## src/rtl/sramc_pkg.sv

```systemverilog
package sramc_pkg;

  typedef enum logic [2:0] {
    ST_IDLE       = 3'd0,
    ST_RD_ACCESS  = 3'd1,
    ST_RD_DONE    = 3'd2,
    ST_WR_SETUP   = 3'd3,
    ST_WR_STROBE  = 3'd4,
    ST_WR_RECOVER = 3'd5,
    ST_TURNAROUND = 3'd6
  } sramc_state_e;

  // Minimum time in ns -> whole cycles, rounded up, never below one.
  function automatic int unsigned ns_to_cyc(input int unsigned t_ns, input int unsigned clk_ns);
    int unsigned c;
    c = (t_ns + clk_ns - 1) / clk_ns;
    if (c < 1) c = 1;
    return c;
  endfunction

  function automatic int unsigned max2(input int unsigned a, input int unsigned b);
    return (a > b) ? a : b;
  endfunction

  // a - b, but at least one cycle.
  function automatic int unsigned sub_floor1(input int unsigned a, input int unsigned b);
    return (a > b + 1) ? (a - b) : 1;
  endfunction

endpackage

```

## src/rtl/sramc_phase_timer.sv

```systemverilog
module sramc_phase_timer #(
  parameter int unsigned CNT_W = 4
) (
  input  logic             clk,
  input  logic             rst_n,
  input  logic             load,
  input  logic [CNT_W-1:0] load_val,
  output logic             expire
);
  logic [CNT_W-1:0] cnt_q;

  always_ff @(posedge clk or negedge rst_n) begin
    if (!rst_n)           cnt_q <= '0;
    else if (load)        cnt_q <= load_val;
    else if (cnt_q != '0) cnt_q <= cnt_q - 1'b1;
  end

  assign expire = (cnt_q == '0);
endmodule

```

## src/rtl/sramc_fsm.sv

```systemverilog
module sramc_fsm
  import sramc_pkg::*;
#(
  parameter int unsigned N_RD  = 9,
  parameter int unsigned N_WSU = 1,
  parameter int unsigned N_WP  = 6,
  parameter int unsigned N_WRC = 2,
  parameter int unsigned N_TA  = 2,
  parameter int unsigned CNT_W = 4
) (
  input  logic             clk,
  input  logic             rst_n,
  input  logic             req_valid,
  input  logic             req_write,
  input  logic             expire,
  output sramc_state_e     state,
  output logic             load,
  output logic [CNT_W-1:0] load_val,
  output logic             accept,
  output logic             rd_sample,
  output logic             drive_en
);
  localparam logic [CNT_W-1:0] L_RD  = CNT_W'(N_RD - 1);
  localparam logic [CNT_W-1:0] L_WSU = CNT_W'(N_WSU - 1);
  localparam logic [CNT_W-1:0] L_WP  = CNT_W'(N_WP - 1);
  localparam logic [CNT_W-1:0] L_WRC = CNT_W'(N_WRC - 1);
  localparam logic [CNT_W-1:0] L_TA  = CNT_W'(N_TA - 1);

  sramc_state_e state_q, state_n;
  logic         drive_q;

  always_comb begin
    state_n  = state_q;
    load     = 1'b0;
    load_val = '0;
    case (state_q)
      ST_IDLE: if (req_valid) begin
        state_n  = req_write ? ST_WR_SETUP : ST_RD_ACCESS;
        load     = 1'b1;
        load_val = req_write ? L_WSU : L_RD;
      end
      ST_RD_ACCESS: if (expire) begin
        state_n = ST_RD_DONE;
        load    = 1'b1;
      end
      ST_RD_DONE: if (expire) begin
        state_n  = ST_TURNAROUND;
        load     = 1'b1;
        load_val = L_TA;
      end
      ST_WR_SETUP: if (expire) begin
        state_n  = ST_WR_STROBE;
        load     = 1'b1;
        load_val = L_WP;
      end
      ST_WR_STROBE: if (expire) begin
        state_n  = ST_WR_RECOVER;
        load     = 1'b1;
        load_val = L_WRC;
      end
      ST_WR_RECOVER: if (expire) state_n = ST_IDLE;
      ST_TURNAROUND: if (expire) state_n = ST_IDLE;
      default:       state_n = ST_IDLE;
    endcase
  end

  always_ff @(posedge clk or negedge rst_n) begin
    if (!rst_n) begin
      state_q <= ST_IDLE;
      drive_q <= 1'b0;
    end else begin
      state_q <= state_n;
      // bus driven over the write pulse and one cycle after it ends
      drive_q <= (state_n == ST_WR_STROBE) ||
                 ((state_q == ST_WR_STROBE) && (state_n == ST_WR_RECOVER));
    end
  end

  assign state     = state_q;
  assign accept    = (state_q == ST_IDLE) && req_valid;
  assign rd_sample = (state_q == ST_RD_ACCESS) && expire;
  assign drive_en  = drive_q;
endmodule

```

## src/rtl/sramc_datapath.sv

```systemverilog
module sramc_datapath
  import sramc_pkg::*;
#(
  parameter int unsigned ADDR_W = 17,
  parameter int unsigned DATA_W = 8
) (
  input  logic              clk,
  input  logic              rst_n,
  input  sramc_state_e      state,
  input  logic              accept,
  input  logic              rd_sample,
  input  logic              drive_en,
  input  logic [ADDR_W-1:0] req_addr,
  input  logic [DATA_W-1:0] req_wdata,
  input  logic [DATA_W-1:0] mem_dq_i,
  output logic [ADDR_W-1:0] mem_addr,
  output logic              mem_cs_n,
  output logic              mem_cs,
  output logic              mem_oe_n,
  output logic              mem_we_n,
  output logic [DATA_W-1:0] mem_dq_o,
  output logic              mem_dq_oe,
  output logic              rsp_valid,
  output logic [DATA_W-1:0] rsp_rdata
);
  logic [ADDR_W-1:0] addr_q;
  logic [DATA_W-1:0] wdata_q, rdata_q;
  logic              valid_q;
  logic              sel_active;

  always_ff @(posedge clk or negedge rst_n) begin
    if (!rst_n) begin
      addr_q  <= '0;
      wdata_q <= '0;
      rdata_q <= '0;
      valid_q <= 1'b0;
    end else begin
      if (accept) begin
        addr_q  <= req_addr;
        wdata_q <= req_wdata;
      end
      if (rd_sample) rdata_q <= mem_dq_i;
      valid_q <= rd_sample;
    end
  end

  assign sel_active = (state == ST_RD_ACCESS) || (state == ST_WR_SETUP) ||
                      (state == ST_WR_STROBE) || (state == ST_WR_RECOVER);

  assign mem_addr  = addr_q;
  assign mem_cs_n  = ~sel_active;
  assign mem_cs    = sel_active;
  assign mem_oe_n  = (state != ST_RD_ACCESS);
  assign mem_we_n  = (state != ST_WR_STROBE);
  assign mem_dq_o  = wdata_q;
  assign mem_dq_oe = drive_en;
  assign rsp_valid = valid_q;
  assign rsp_rdata = rdata_q;
endmodule

```

## src/rtl/sram_async_ctl.sv

```systemverilog
module sram_async_ctl
  import sramc_pkg::*;
#(
  parameter int unsigned ADDR_W     = 17,
  parameter int unsigned DATA_W     = 8,
  parameter int unsigned CLK_NS     = 10,
  parameter int unsigned T_RC_NS    = 85,
  parameter int unsigned T_ACC_NS   = 85,
  parameter int unsigned T_CSACC_NS = 85,
  parameter int unsigned T_OEACC_NS = 40,
  parameter int unsigned T_WC_NS    = 85,
  parameter int unsigned T_WP_NS    = 60,
  parameter int unsigned T_CW_NS    = 70,
  parameter int unsigned T_AW_NS    = 70,
  parameter int unsigned T_AS_NS    = 0,
  parameter int unsigned T_WR_NS    = 0,
  parameter int unsigned T_DW_NS    = 35,
  parameter int unsigned T_HZ_NS    = 25
) (
  input  logic              clk,
  input  logic              rst_n,
  input  logic              req_valid,
  output logic              req_ready,
  input  logic [ADDR_W-1:0] req_addr,
  input  logic              req_write,
  input  logic [DATA_W-1:0] req_wdata,
  output logic              rsp_valid,
  output logic [DATA_W-1:0] rsp_rdata,
  output logic [ADDR_W-1:0] mem_addr,
  output logic              mem_cs_n,
  output logic              mem_cs,
  output logic              mem_oe_n,
  output logic              mem_we_n,
  output logic [DATA_W-1:0] mem_dq_o,
  input  logic [DATA_W-1:0] mem_dq_i,
  output logic              mem_dq_oe
);
  // Phase lengths in cycles.
  localparam int unsigned N_RD = max2(max2(ns_to_cyc(T_RC_NS, CLK_NS), ns_to_cyc(T_ACC_NS, CLK_NS)),
                                      max2(ns_to_cyc(T_CSACC_NS, CLK_NS), ns_to_cyc(T_OEACC_NS, CLK_NS)));
  localparam int unsigned N_WSU = ns_to_cyc(T_AS_NS, CLK_NS);
  localparam int unsigned N_WP  = max2(max2(ns_to_cyc(T_WP_NS, CLK_NS), ns_to_cyc(T_DW_NS, CLK_NS)),
                                       max2(sub_floor1(ns_to_cyc(T_CW_NS, CLK_NS), N_WSU),
                                            sub_floor1(ns_to_cyc(T_AW_NS, CLK_NS), N_WSU)));
  localparam int unsigned N_WRC = max2(ns_to_cyc(T_WR_NS, CLK_NS),
                                       sub_floor1(ns_to_cyc(T_WC_NS, CLK_NS), N_WSU + N_WP));
  // one deselected cycle precedes the turnaround
  localparam int unsigned N_TA  = sub_floor1(ns_to_cyc(T_HZ_NS, CLK_NS), 1);
  localparam int unsigned N_MAX = max2(max2(N_RD, N_WP), max2(max2(N_WSU, N_WRC), N_TA));
  localparam int unsigned CNT_W = $clog2(N_MAX + 1);

  sramc_state_e     state;
  logic             phase_load, phase_expire;
  logic [CNT_W-1:0] phase_len;
  logic             req_accept, rd_sample, drive_en;

  sramc_phase_timer #(.CNT_W(CNT_W)) u_timer (
    .clk(clk), .rst_n(rst_n), .load(phase_load), .load_val(phase_len), .expire(phase_expire)
  );

  sramc_fsm #(
    .N_RD(N_RD), .N_WSU(N_WSU), .N_WP(N_WP), .N_WRC(N_WRC), .N_TA(N_TA), .CNT_W(CNT_W)
  ) u_fsm (
    .clk(clk), .rst_n(rst_n), .req_valid(req_valid), .req_write(req_write),
    .expire(phase_expire), .state(state), .load(phase_load), .load_val(phase_len),
    .accept(req_accept), .rd_sample(rd_sample), .drive_en(drive_en)
  );

  sramc_datapath #(.ADDR_W(ADDR_W), .DATA_W(DATA_W)) u_dp (
    .clk(clk), .rst_n(rst_n), .state(state), .accept(req_accept), .rd_sample(rd_sample),
    .drive_en(drive_en), .req_addr(req_addr), .req_wdata(req_wdata), .mem_dq_i(mem_dq_i),
    .mem_addr(mem_addr), .mem_cs_n(mem_cs_n), .mem_cs(mem_cs), .mem_oe_n(mem_oe_n),
    .mem_we_n(mem_we_n), .mem_dq_o(mem_dq_o), .mem_dq_oe(mem_dq_oe),
    .rsp_valid(rsp_valid), .rsp_rdata(rsp_rdata)
  );

  assign req_ready = (state == ST_IDLE);
endmodule

```

## config.mk

```make
export PLATFORM = sky130hd
export DESIGN_NAME = sram_async_ctl
export DESIGN_NICKNAME = d
export VERILOG_FILES = /design/src/rtl/sramc_pkg.sv /design/src/rtl/sramc_phase_timer.sv /design/src/rtl/sramc_fsm.sv /design/src/rtl/sramc_datapath.sv /design/src/rtl/sram_async_ctl.sv
export SDC_FILE = /design/constraint.sdc
export NUM_CORES = 1
export LEC_CHECK = 0
export CAP_MARGIN = 30
export CORE_MARGIN = 8
export CORE_UTILIZATION = 40
export DETAILED_ROUTE_END_ITERATION = 10
export GPL_ROUTABILITY_DRIVEN = 0
export GPL_TIMING_DRIVEN = 0
export PLACE_DENSITY = 0.75
export SLEW_MARGIN = 20
export SYNTH_ARGS = -nofsm -noshare
export SYNTH_HDL_FRONTEND = slang
export SYNTH_HIERARCHICAL = 1
export SYNTH_SLANG_ARGS = --single-unit
```

## constraint.sdc

```tcl
create_clock -name clk -period 2.7 [get_ports clk]
set_input_delay 0.54 -clock clk [delete_from_list [all_inputs] [get_ports clk]]
set_output_delay 0.54 -clock clk [all_outputs]
set_load 0.005 [all_outputs]
```

[Yosys cells after proc, flatten, opt, wreduce, memory -nomap -nowiden]
Index checks and enable logic that the tools add are counted.
Word-level totals
  bits in registers: 42
  input port bits: 37
  output and inout port bits: 40
  logic and storage cells: 51
Operators by class
  add/sub/neg operators: 1
  equality and inequality tests: 10
  mux-type cells: 18
  bitwise operators: 1
  reduce and logical (&&, ||, !) cells: 14
Operators with widths (count)
  two-way mux 3 bit: 7
  one-hot mux 3 bit (6 select lines): 1
  two-way mux 4 bit: 4
  equality test 3 bit (second input constant): 5
  one-hot mux 4 bit (3 select lines): 1
  equality test 3 x 2 -> 1 bit (second input constant): 2
  zero test 4 bit: 1
  logical OR 1 bit: 4
  nonzero test 4 bit: 1
  OR reduction 2 bit: 2
  OR reduction 4 bit: 1
  subtractor 4 x 1 -> 4 bit (second input constant): 1
  equality test 3 x 1 -> 1 bit (second input constant): 1
  logical AND 1 bit: 3
  zero test 3 bit: 1
  two-way mux 1 bit: 3
  != test 3 x 1 -> 1 bit (second input constant): 1
  != test 3 bit (second input constant): 1
  two-way mux 2 bit: 1
  one-hot mux 1 bit (2 select lines): 1
  nonzero test 2 bit: 1
  NOT 1 bit: 1

[Longest topological paths before layout]
Gate-level depths: netlist (run 1).
  depth in word-level cells: 6
  gate-level depth with buffers: 8
  mapped depth without buffers: 7

[Hierarchy]
The synthesis (run 1) kept the hierarchy.
By module, submodules not included
  sramc_datapath: times used 1, cells each 78, area each 1400.1 um^2, sequential area each 850.8 um^2
  sramc_fsm: times used 1, cells each 29, area each 304.0 um^2, sequential area each 100.1 um^2
  sramc_phase_timer: times used 1, cells each 22, area each 234.0 um^2, sequential area each 100.1 um^2
  sram_async_ctl: times used 1, cells each 1, area each 10.0 um^2, sequential area each 0.0 um^2

[Worst setup path after synthesis (run 1)]
OpenSTA, ideal clock, no wires.
  path type: register to register
  from: reg u_timer.cnt_q[0]
  to: reg u_timer.cnt_q[3]
  library setup time: 126 ps
  arrival: 1888 ps
  data required time: 2574 ps
  setup slack: 686 ps
  stages on the path, launching flop included: 9
  path buffers: 1
  clock period less this slack: 2014 ps
  path through: dfrtp_1 inv_1 ha_1 nor3b_4 mux2i_1 mux2i_1 clkbuf_1 nor3_1 a221o_1
On the way
  word-level cells in the longest chain between the ends: 4
  elaborated cells on any way between the ends: 8
  those cells by class: 1 x add/sub; 4 x mux; 3 x reduce/logical
Ends and longest elaborated chain
  start, declared: line sramc_phase_timer.sv:10  | logic [CNT_W-1:0] cnt_q;
  start signal, assigned: line sramc_phase_timer.sv:14  | else if (load) cnt_q <= load_val;
  start signal, assigned: line sramc_phase_timer.sv:15  | else if (cnt_q != '0) cnt_q <= cnt_q - 1'b1;
  zero test 4 bit (*): line sramc_phase_timer.sv:18  | assign expire = (cnt_q == '0);
  named net phase_expire: line sram_async_ctl.sv:53  | logic phase_load, phase_expire;
  two-way mux 1 bit (*)
  one-hot mux 1 bit (2 select lines) (*): line sramc_fsm.sv:36  | case (state_q)
  named net phase_load: line sram_async_ctl.sv:53
  two-way mux 4 bit / nonzero test 2 bit (equally long branches)
Mark *: on every way through the listed nets, which the timed path passes. The rest lies on a longest branch. The select of a mux whose other input is x is not followed.
A chain may end at the register's enable or synchronous reset.

[Worst setup path after layout (run 1)]
  from: reg u_fsm.state_q[0], in the netlist u_fsm/state[0]
  to: out mem_oe_n
On the way
  word-level cells in the longest chain between the ends: 1
Ends and longest elaborated chain
  start, declared: line sramc_fsm.sv:29  | sramc_state_e state_q, state_n;
  start signal, assigned: line sramc_fsm.sv:72  | state_q <= state_n;
  != test 3 x 1 -> 1 bit: line sramc_datapath.sv:53  | assign mem_oe_n = (state != ST_RD_ACCESS);
  end, declared: line sram_async_ctl.sv:32  | output logic mem_oe_n,
No other way between the ends.

==> impl_metrics.yaml, run 1 <==
run_status:
  outcome: "completed"
floorplan:
  dieArea_mm2: 0.00736
  core_area_mm2: 0.00472
  ios: 77
  die_x_um: 85.8
  fp-row-count: 25
  start_util_pct: 41.2
  die_h_um: 85.8
drt:
  firstDrtPassIters: 4
  via_count: 1312
  drt-wirelength-per-cell_um: 15.7
  drcViolationCount: 0
  viasPerCell: 4.65
  ant_nets: 0
  wl_um: 4440
  first_iter_violations: 31
layout:
  regArea_mm2: 0.00105
  layout.cells.non_filler: 282
  fin_nets: 252
  layout-drive-gt1-share_pct: 26.5
  n_fill_cell: 384
  n_antenna_cell: 0
  multi_input_area_um2: 788
  syn_to_final_growth_pct: 48.8
  final_cell_mix: "clkdlybuf4s50_1 (75), dfrtp_1 (42), mux2_4 (20)"
  final_common_cell: "clkdlybuf4s50_1"
sta:
  fin_worst_skew_ns: 0.00571
  max_freq_ghz: 0.428
  finalHoldViolations: 0
  setup_violations: 0
  period_needed_ns: 2.34
  setup_tns_ns: 0
  final.period_utilization_pct: 86.6
  finalWorstSetupSlack_ns: 0.361
  final-max-slew-violation-count: 0
  grt_setup_unrepaired: "no"
cts:
  clock_sinks: 42
  cts.htree.levels: 2
  post_cts_resized: 0
  clkLatencyLatePin_ns: 0.29
  clock-root-buffer: "clkbuf_8"
  postCtsHoldBufs: 0
  cts_buffer_depth: 2
  tritoncts: "done"
  clk_pin_slew_ns: 0.07
  cts_buffers: 5
  post-cts-setup-buffers: 0
synth:
  yosys_warnings: 6
  synth_area_mm2: 0.00195
  ys_types: 37
  yosysSeqAreaShare_pct: 53.9
  synth.ff_latch_count: 42
  postSynthAreaPerCell_um2: 15.0
  postSynthCellCount: 130
  syn-num-nets: 168
setup_path:
  crit_path_end_kind: "primary output"
  arrival_ns: 1.80
  cp_max_fo: 12
  path_class: "reg2out"
  crit_slowest_cell: "dfrtp_1"
  crit_family: "buffers and inverters"
  rrSetupSlack_ns: 0.40
  cp.depth: 3
  max_stage_delay_ns: 0.58
  worstPathRequired_ns: 2.16
  path_buf_inv: 2
  crit_path_cell_trace: "inv_1 -> or3_1 -> clkdlybuf4s50_1"
  reg2regPathDepth: 8
  worstSetupStartpointType: "flip-flop"
power:
  power_density_mw_per_mm2: 1090
  ir_worst_vdd_v: 0.000517
  power_leakage_nw: 1.25
placed_design:
  dp_slack_ns: 0.413
  place_hpwl_um: 3350
  dp.cells: 274
  port_buffers: 76
grt:
  grt_util_all_layers_pct: 12.2
  grt_max_degree: 32
  grt_pass1_vias: 1312
  grt-ovfl-total: 0
  grt_pass1_wl_um: 7090
  antenna_found_initial: 0
flow_run:
  max_cap_viol_count: 0
worst_hold_path:
  hp-class: "in2async"
[worst reg2reg max path, cell delays in order, from the launching register on]
cell	delay [ns]
dfrtp_1	0.38
inv_1	0.10
ha_1	0.23
nor3b_4	0.45
mux2i_1	0.17
mux2i_1	0.17
clkbuf_1	0.28
nor3_1	0.09
a221o_1	0.33
[registers in the layout (all words and copies together) (netlist names)]
signal	cells
u_fsm/drive_en	1
u_dp/rsp_valid	1
u_dp/mem_dq_o	8
u_timer/cnt_q	4
u_fsm/state	3
u_dp/rsp_rdata	8
u_dp/mem_addr	17
[kinds of logic after synthesis]
family / after synthesis / share of synthesized area (%)
flip-flops: 42 / 54.0
multiplexers: 40 / 26.7
AND/OR/NAND/NOR: 21 / 8.41
buffers and inverters: 14 / 5.59
AO/OA/AOI/OAI: 8 / 3.02
adder cells (fa/ha/maj): 3 / 1.73
other: 1 / 0.192
XOR/XNOR: 1 / 0.450
[per-stage QoR]
step / hold WS, ns / instance area, um2 / power [W] / util [%]
finish: 0.132 / 2900 / 0.00317 / 61.4
global route: 0.137 / 2900 / 0.00339 / 61.4
CTS: 0.129 / 2900 / 0.00321 / 61.4
detailed placement: 0.443 / 2810 / 0.00279 / 59.4
global placement: 0.489 / 2790 / 0.00276 / 59.1
floorplan: 0.244 / 1950 / 0.00198 / -
[layout make-up]
| cell class | instances | share of cell area (%) |
|---|---|---|
| Timing Repair Buffer | 77 | 26.8 |
| Sequential cell | 42 | 36.3 |
| Buffer | 8 | 2.98 |
| Multi-Input combinational cell | 74 | 27.2 |
| Clock inverter | 1 | 0.173 |
| Inverter | 6 | 0.777 |
| Clock buffer | 7 | 2.98 |
| Tap cell | 67 | 2.89 |
[layer usage]
metal,GRT usage [%],part of all wire (%),up-vias
met3,4.39,8.6,5
met5,0,0,-
met4,3.82,1.0,0
met1,16.9,50,630
li1,-,-,620
met2,17.0,41,57
[power breakdown]
group | internal, W | switching [W]
registers | 0.000933 | 0.000205
clock network | 0.000206 | 0.000202
logic | 0.00112 | 0.000507
total | 0.00225 | 0.000914
[synthesized netlist by cell type]
library cell	number	area share (%)
nor3b_1	1	0.39
inv_1	6	1.2
o211ai_1	1	0.39
maj3_1	1	0.51
clkbuf_1	1	0.19
o22ai_1	1	0.32
mux2_4	20	15
or3_1	1	0.32
ha_1	1	0.64
a21boi_2	1	0.58
buf_6	2	1.2
o2bb2ai_1	1	0.45
xnor2_1	1	0.45
dfrtp_1	42	54
nand2b_1	3	0.96
conb_1	1	0.19
buf_12	2	2.1
nor3_1	2	0.51
nor4b_2	1	0.77
nor3b_4	1	0.96
o21ai_0	1	0.26
or2_1	1	0.32
or3b_4	1	0.58
buf_2	1	0.26
nor2_1	1	0.19
and4b_1	1	0.51
buf_4	2	0.77
maj3_2	1	0.58
o21ai_1	1	0.26
nor2b_1	2	0.64
mux2_2	15	8.7
nor3_2	1	0.51
mux2i_1	5	2.6
a21oi_1	1	0.26
nand2_1	3	0.58
a221o_1	1	0.51
nand4bb_1	2	1.2
[path summary, 6_finish.rpt]
check                                  from                end
max in group asynchronous             rst_n   u_timer/cnt_q[3]
setup reg to reg           u_timer/cnt_q[0]   u_timer/cnt_q[3]
min in group clk           u_dp/mem_dq_o[7]   u_dp/mem_dq_o[7]
hold reg to reg            u_dp/mem_dq_o[7]   u_dp/mem_dq_o[7]
setup / recovery             u_fsm/state[0]           mem_oe_n
hold / removal                        rst_n  u_dp/mem_addr[12]
Power figures use the tool's default switching activity.
==> inputs of run 2 (changes only) <==
--- a/config.mk
+++ b/config.mk
@@ -12,6 +12,7 @@
 export GPL_ROUTABILITY_DRIVEN = 0
 export GPL_TIMING_DRIVEN = 0
 export PLACE_DENSITY = 0.75
+export SKIP_LAST_GASP = 1
 export SLEW_MARGIN = 20
 export SYNTH_ARGS = -nofsm -noshare
 export SYNTH_HDL_FRONTEND = slang
==> results of run 2 <==
No change in the layout: final DEF, timing and power equal those of run 1.
==> inputs of run 3 (changes only) <==
--- a/config.mk
+++ b/config.mk
@@ -11,7 +11,7 @@
 export DETAILED_ROUTE_END_ITERATION = 10
 export GPL_ROUTABILITY_DRIVEN = 0
 export GPL_TIMING_DRIVEN = 0
-export PLACE_DENSITY = 0.75
+export PLACE_DENSITY = 0.73
 export SKIP_LAST_GASP = 1
 export SLEW_MARGIN = 20
 export SYNTH_ARGS = -nofsm -noshare
==> run 3 against run 2 <==
Non-clock buffer count unchanged. Worst setup slack worse by 0.010 ns. Register-to-register slack got worse by 0.02 ns. Clock power increased by 16%. Count of clock-buffer cells in the layout unchanged. First-iteration DRC count is 48% higher.
==> impl_metrics.yaml, run 3 (synthesis results as in run 1) <==
flow_run:
  max_cap_viol_count: 0
setup_path:
  cp_max_fo: 12
  crit_path_cell_trace: "inv_1 -> or3_1 -> clkdlybuf4s50_1"
  worstPathRequired_ns: 2.16
  arrival_ns: 1.81
  path_buf_inv: 2
  crit_slowest_cell: "dfrtp_1"
  worstSetupStartpointType: "flip-flop"
  crit_path_end_kind: "primary output"
  crit_family: "buffers and inverters"
  max_stage_delay_ns: 0.58
  reg2regPathDepth: 8
  path_class: "reg2out"
  cp.depth: 3
cts:
  post_cts_resized: 0
  clkLatencyLatePin_ns: 0.29
  post-cts-setup-buffers: 0
  postCtsHoldBufs: 0
  cts_buffer_depth: 2
  clock-root-buffer: "clkbuf_8"
  clock_sinks: 42
  cts_buffers: 5
  cts.htree.levels: 2
  clk_pin_slew_ns: 0.08
  tritoncts: "done"
floorplan:
  fp-row-count: 25
  die_x_um: 85.8
  core_area_mm2: 0.00472
  start_util_pct: 41.2
  ios: 77
  dieArea_mm2: 0.00736
  die_h_um: 85.8
sta:
  finalHoldViolations: 0
  setup_tns_ns: 0
  max_freq_ghz: 0.426
  worst_pin_slew_ns: 0.514
  final-max-slew-violation-count: 0
  setup_violations: 0
  slew_headroom_pct: 65.7
  grt_setup_unrepaired: "no"
  period_needed_ns: 2.35
  final.period_utilization_pct: 87.0
  fin_worst_skew_ns: 0.00746
grt:
  grt_pass1_wl_um: 7720
  grt_pass1_vias: 1433
  grt-ovfl-total: 0
  grt_util_all_layers_pct: 13.4
  grt_max_degree: 24
  antenna_found_initial: 0
run_status:
  outcome: "completed"
placed_design:
  port_buffers: 76
  placed_area_mm2: 0.00282
  place_hpwl_um: 3700
drt:
  viasPerCell: 4.67
  drcViolationCount: 0
  drt-wirelength-per-cell_um: 16.6
  firstDrtPassIters: 4
  via_count: 1318
  first_iter_violations: 46
  ant_nets: 0
  wl_um: 4670
layout:
  final_common_cell: "clkdlybuf4s50_1"
  syn_to_final_growth_pct: 50.0
  layout-drive-gt1-share_pct: 26.0
  n_antenna_cell: 0
  largest_reg_flops: 17
  fin_nets: 252
  n_fill_cell: 366
  final_util_pct: 61.9
  final_cell_mix: "clkdlybuf4s50_1 (75), dfrtp_1 (42), mux2_4 (20)"
  design_area_mm2: 0.00292
power:
  ir_worst_vdd_v: 0.000481
  power_leakage_nw: 1.26
  power_density_mw_per_mm2: 1120
worst_hold_path:
  hp-class: "in2async"
-- run 3: cell count changes in the layout (fill, tap and decap cells not counted) --
cell	delta
buf_12	-1
buf_16	+1
bufinv_16	+1
clkbuf_1	+1
clkbuf_8	-1
clkinv_2	-1
-- run 3: final timing paths --
kind / slack [ns] / end / startpoint
worst max-delay path: 0.35 / mem_oe_n / u_fsm/state[0]
worst min-delay path: 0.22 / u_dp/mem_addr[5] / rst_n
worst max register to register: 0.38 / u_timer/cnt_q[3] / u_timer/cnt_q[0]
worst min register to register: 0.51 / u_dp/rsp_rdata[6] / u_dp/rsp_rdata[6]
max in group asynchronous: 2.00 / u_dp/mem_addr[9] / rst_n
min in group clk: 0.51 / u_dp/rsp_rdata[6] / u_dp/rsp_rdata[6]
-- run 3: metrics by stage --
step	cells	hold WS, ns	worst slack, ns	total power (W)
floorplan	130	0.244	0.686	0.00198
global placement	273	0.491	0.105	0.00274
detailed placement	274	0.490	0.420	0.00282
CTS	282	0.225	0.333	0.00332
global route	282	0.242	0.196	0.00349
finish	282	0.217	0.351	0.00326
-- run 3: final cells by class --
cell class / instances / area [um2] / area share (%)
sequential: 42 / 1050 / 36.0
multi-input combinational: 74 / 788 / 27.0
timing repair buffer: 77 / 783 / 26.8
buffer: 8 / 86.3 / 2.96
tap: 67 / 83.8 / 2.87
clock buffer: 7 / 76.3 / 2.61
clock inverter: 1 / 30.0 / 1.03
inverter: 6 / 22.5 / 0.771
-- run 3: metal layers --
metal / part of all wire, % / track usage (%)
met1: 42 / 16.5
met5: 0 / 0
met4: 0.98 / 3.82
met2: 49 / 21.9
met3: 7.5 / 4.11
-- run 3: report_power, final --
part / total [W] / internal, W / switching, W
sequential: 0.00115 / 0.000934 / 0.000219
combinational: 0.00164 / 0.00112 / 0.000520
clock: 0.000474 / 0.000277 / 0.000198
